[config.mk]
export PLATFORM = sky130hd
export DESIGN_NAME = adc_seq_ctrl
export DESIGN_NICKNAME = d
export VERILOG_FILES = /design/src/rtl/adc_seq_ctrl.sv
export SDC_FILE = /design/constraint.sdc
export NUM_CORES = 1
export LEC_CHECK = 0
export BUFFER_PORTS_ARGS = -buffer_cell sky130_fd_sc_hd__buf_4
export CAP_MARGIN = 5
export CORE_MARGIN = 2
export CORE_UTILIZATION = 41
export CTS_CLUSTER_DIAMETER = 50
export DETAILED_ROUTE_END_ITERATION = 6
export GPL_ROUTABILITY_DRIVEN = 0
export PLACE_DENSITY = 0.65
export SYNTH_ARGS = -nofsm -noshare
export SYNTH_HDL_FRONTEND = slang
export SYNTH_SLANG_ARGS = --single-unit
[constraint.sdc]
create_clock -name clk -period 3.9 [get_ports clk]
set_input_delay 0.39 -clock clk [delete_from_list [all_inputs] [get_ports clk]]
set_output_delay 0.39 -clock clk [all_outputs]
set_load 0.05 [all_outputs]
[src/rtl/adc_seq_ctrl.sv]
module adc_seq_ctrl (
  input  logic       clk,
  input  logic       rst_n,
  input  logic       bus_addr,
  input  logic       bus_wr,
  input  logic       bus_rd,
  input  logic [7:0] bus_wdata,
  output logic [7:0] bus_rdata,
  input  logic       res_rd,
  input  logic       dma_ack,
  output logic       conv_start,
  output logic [3:0] conv_ch,
  input  logic       conv_done,
  output logic       irq
);
  logic       flag_q, ie_q, start_q, cks_q;
  logic [3:0] chsel_q, cur_ch_q;
  logic       scan_q, astop_q;
  logic       rd_seen_q, busy_q, set_pend_q;

  logic wr0, wr1, last_ch, done_ok, fin, auto_clr, clr_req;

  assign wr0      = bus_wr & ~bus_addr;
  assign wr1      = bus_wr & bus_addr;
  assign last_ch  = ~scan_q | (cur_ch_q >= chsel_q);
  assign done_ok  = busy_q & conv_done;
  assign fin      = done_ok & last_ch;
  assign auto_clr = fin & (~scan_q | astop_q);
  assign clr_req  = (wr0 & ~bus_wdata[7] & rd_seen_q) | (res_rd & dma_ack);

  assign conv_start = start_q & ~busy_q;
  assign conv_ch    = cur_ch_q;
  assign irq        = flag_q & ie_q;
  assign bus_rdata  = bus_addr ? {6'b0, astop_q, scan_q}
                               : {flag_q, ie_q, start_q, cks_q, chsel_q};

  always_ff @(posedge clk) begin
    if (!rst_n) begin
      {ie_q, cks_q, chsel_q} <= '0;
      {scan_q, astop_q}      <= '0;
    end else begin
      if (wr0) {ie_q, cks_q, chsel_q} <= {bus_wdata[6], bus_wdata[4], bus_wdata[3:0]};
      if (wr1 && !start_q) {astop_q, scan_q} <= bus_wdata[1:0];
    end
  end

  always_ff @(posedge clk) begin
    if (!rst_n) begin
      start_q    <= 1'b0;
      busy_q     <= 1'b0;
      cur_ch_q   <= '0;
      set_pend_q <= 1'b0;
    end else begin
      if (wr0)           start_q <= bus_wdata[5];
      else if (auto_clr) start_q <= 1'b0;

      if (wr0 && !bus_wdata[5]) busy_q <= 1'b0;
      else if (conv_start)      busy_q <= 1'b1;
      else if (done_ok)         busy_q <= 1'b0;

      if (wr0 && bus_wdata[5] && !start_q)
        cur_ch_q <= scan_q ? 4'd0 : bus_wdata[3:0];
      else if (done_ok && scan_q)
        cur_ch_q <= last_ch ? 4'd0 : cur_ch_q + 4'd1;

      set_pend_q <= fin;
    end
  end

  always_ff @(posedge clk) begin
    if (!rst_n) begin
      flag_q    <= 1'b0;
      rd_seen_q <= 1'b0;
    end else begin
      if (set_pend_q)   flag_q <= 1'b1;
      else if (clr_req) flag_q <= 1'b0;

      if (clr_req && !set_pend_q)           rd_seen_q <= 1'b0;
      else if (bus_rd && !bus_addr && flag_q) rd_seen_q <= 1'b1;
    end
  end
endmodule


==> reports/results.ini <==
[status]
status=completed

[finish]
multi_input_area_um2=562
drive_gt1_share_pct=26.2
num-fill-cells=243
seq_area_um2=340
diodes=0
final_nets=167
fin_util_pct=55.0
synthToLayoutAreaGrowth_pct=27.7

[clock_network]
post_cts.repair.setup_buffers=0
postCtsResizedCells=0
hold_buffers=0
clkSinkCount=17
clkTransAtPathRegs_ns=0.10
clk_latency_ns=0.30
clock-root-buffer=clkbuf_4
cts_tree=done
clk_path_buf_depth=2
htree_levels=1
cts_buffers=3

[grt]
grt_first_pass_wirelength_um=3790
overflow=0
grt_start_max_net_pins=18
grt_pass1_vias=841
grt_antenna_before_repair=0
grt_use_total_pct=19.2

[route]
dr.pass1.iters=4
routed_wl_um=2330
drt_iter0_drc=26
vias_per_cell=5.31
vias=919
ant_nets=0
wire_per_inst_um=13.4
drc_errors=0

[timing]
slew_headroom_pct=58.5
period_minus_slack_ns=1.87
hold_viol_final=0
whs_ns=0.314
setup_viol=0
skew_ns=0.00243
timing.setup.tns_ns=0
worstMarginPinSlew_ns=0.621
rsz0062_at_grt=false
fmax_mhz=535
period_share_pct=47.9
maxSlewViolCount=0

[die]
num_rows=17
core_um2=2210
start_util_pct=43.0
fp.dieArea_um2=2720
dieHeight_um=52.2
boundaryPins=30
die_x_um=52.2

[yosys]
yosysMostFrequentCell=dfxtp_1
ys_top_cells_by_area=dfxtp_1, ha_1, nand2_1
synth_commonest_cells=dfxtp_1, nand2_1, inv_1, nor2b_1, nor2_1
avgSynthCellArea_um2=8.21
synthCells=116
yosysTopAreaCell=dfxtp_1
synthDistinctLibCells=35
seq_area_frac_synth_pct=35.7
ys_ff_latch=17
yosys.area.top_type_share_pct=35.7
synth_ff_type=dfxtp_1
syn_nets=137
synth_edf_count=0
async_flop_share_pct=0
ys_warn_count=0
syn_area_um2=952

[hold_path]
worstHoldStart=bus_rd
hold_class=input port to flip-flop

[power_and_ir_drop]
finalPower_mw=0.367
leakagePower_nw=0.536
p_per_area_nw_per_um2=302
ir_drop_v=0.000177

[flow_run]
cap_violations=0

[critical_path]
worstPathRequired_ns=4.11
crit_start=conv_ch[0]$_SDFFE_PN0P_
timing.rr.start=conv_ch[0]$_SDFFE_PN0P_
worstPathMaxFanout=5
start_kind=flip-flop
arrival_ns=2.08
crit_path_end_kind=flip-flop
path_class=flip-flop to flip-flop

[placed_design]
io_buffer_count=29
dp_hpwl_um=1840

power breakdown:
part           internal [mW]  switching (mW)  leakage (nW)  total (mW)
clock network         0.0382          0.0601        0.0177      0.0983
logic                 0.0332          0.0473         0.380      0.0804
registers              0.181         0.00740         0.139       0.189
cells in the final DEF (no fill, tap or decap):
cell type  count
buf_4         29
dfxtp_1       17
nand2_1       16
nor2b_1        9
inv_1          9
nor2_1         8
o21ai_0        6
a21boi_0       6
ha_1           5
nand3_1        4
a21oi_1        3
clkbuf_4       3
and2_1         2
a32oi_1        2
nand3b_1       2
o211ai_1       2
and3_1         2
mux2i_1        2
mux2_2         1
and4bb_1       1
or2b_1         1
nor3b_1        1
and2b_2        1
o211a_1        1
nand2b_1       1
a211o_2        1
o2bb2ai_1      1
o221a_2        1
o2111a_1       1
nor4b_1        1
o21ai_1        1
or3_1          1
a211oi_2       1
o21a_1         1
nor3_1         1
clkinv_2       1
stage by stage:
stage                     setup slack (ns)  instances  instance area (um2)
after floorplan                       1.83        116                  952
after global placement                2.13        169                 1190
after global routing                  1.90        173                 1220
after CTS                             2.05        173                 1220
final                                 2.03        173                 1220
after detailed placement              2.08        169                 1190
worst max-delay path, cell delays in order, from the launching register on:
cell and delay [ns]:
dfxtp_1 0.41, inv_1 0.09, ha_1 0.30, nor3b_1 0.29, o211ai_1 0.24, o2111a_1 0.18
nor4b_1 0.27
cell families after synthesis:
group           share of synthesized area [%]
mux                                      3.29
fa+ha+maj                                6.57
flops                                    35.7
buf+inv                                  5.26
simple gates                             28.3
compound gates                           20.9
metal layers:
| metal | wire, um | track usage (%) | vias to the layer above |
|---|---|---|---|
| met2 | 1130 | 29.7 | 29 |
| li1 | - | - | 462 |
| met5 | 0 | 0 | - |
| met4 | 30 | 8.55 | 0 |
| met1 | 1040 | 26.3 | 424 |
| met3 | 126 | 2.86 | 4 |
final cells by class:
class	count	area share, %
multi-input cells	86	46.2
well taps	28	2.88
repair buffers	29	17.9
clock buffers	3	1.85
inverters	9	2.78
flip-flops and latches	17	28.0
clock inverters	1	0.412
final timing paths:
check	slack [ns]	cells after the start	endpoint
max	2.03	6	start_q$_SDFFE_PN0P_
min	0.31	3	rd_seen_q$_SDFFE_PP0P_
max reg2reg	2.03	6	start_q$_SDFFE_PN0P_
min reg2reg	0.47	2	cks_q$_SDFFE_PN0N_
(Power assumes the default switching activity.)
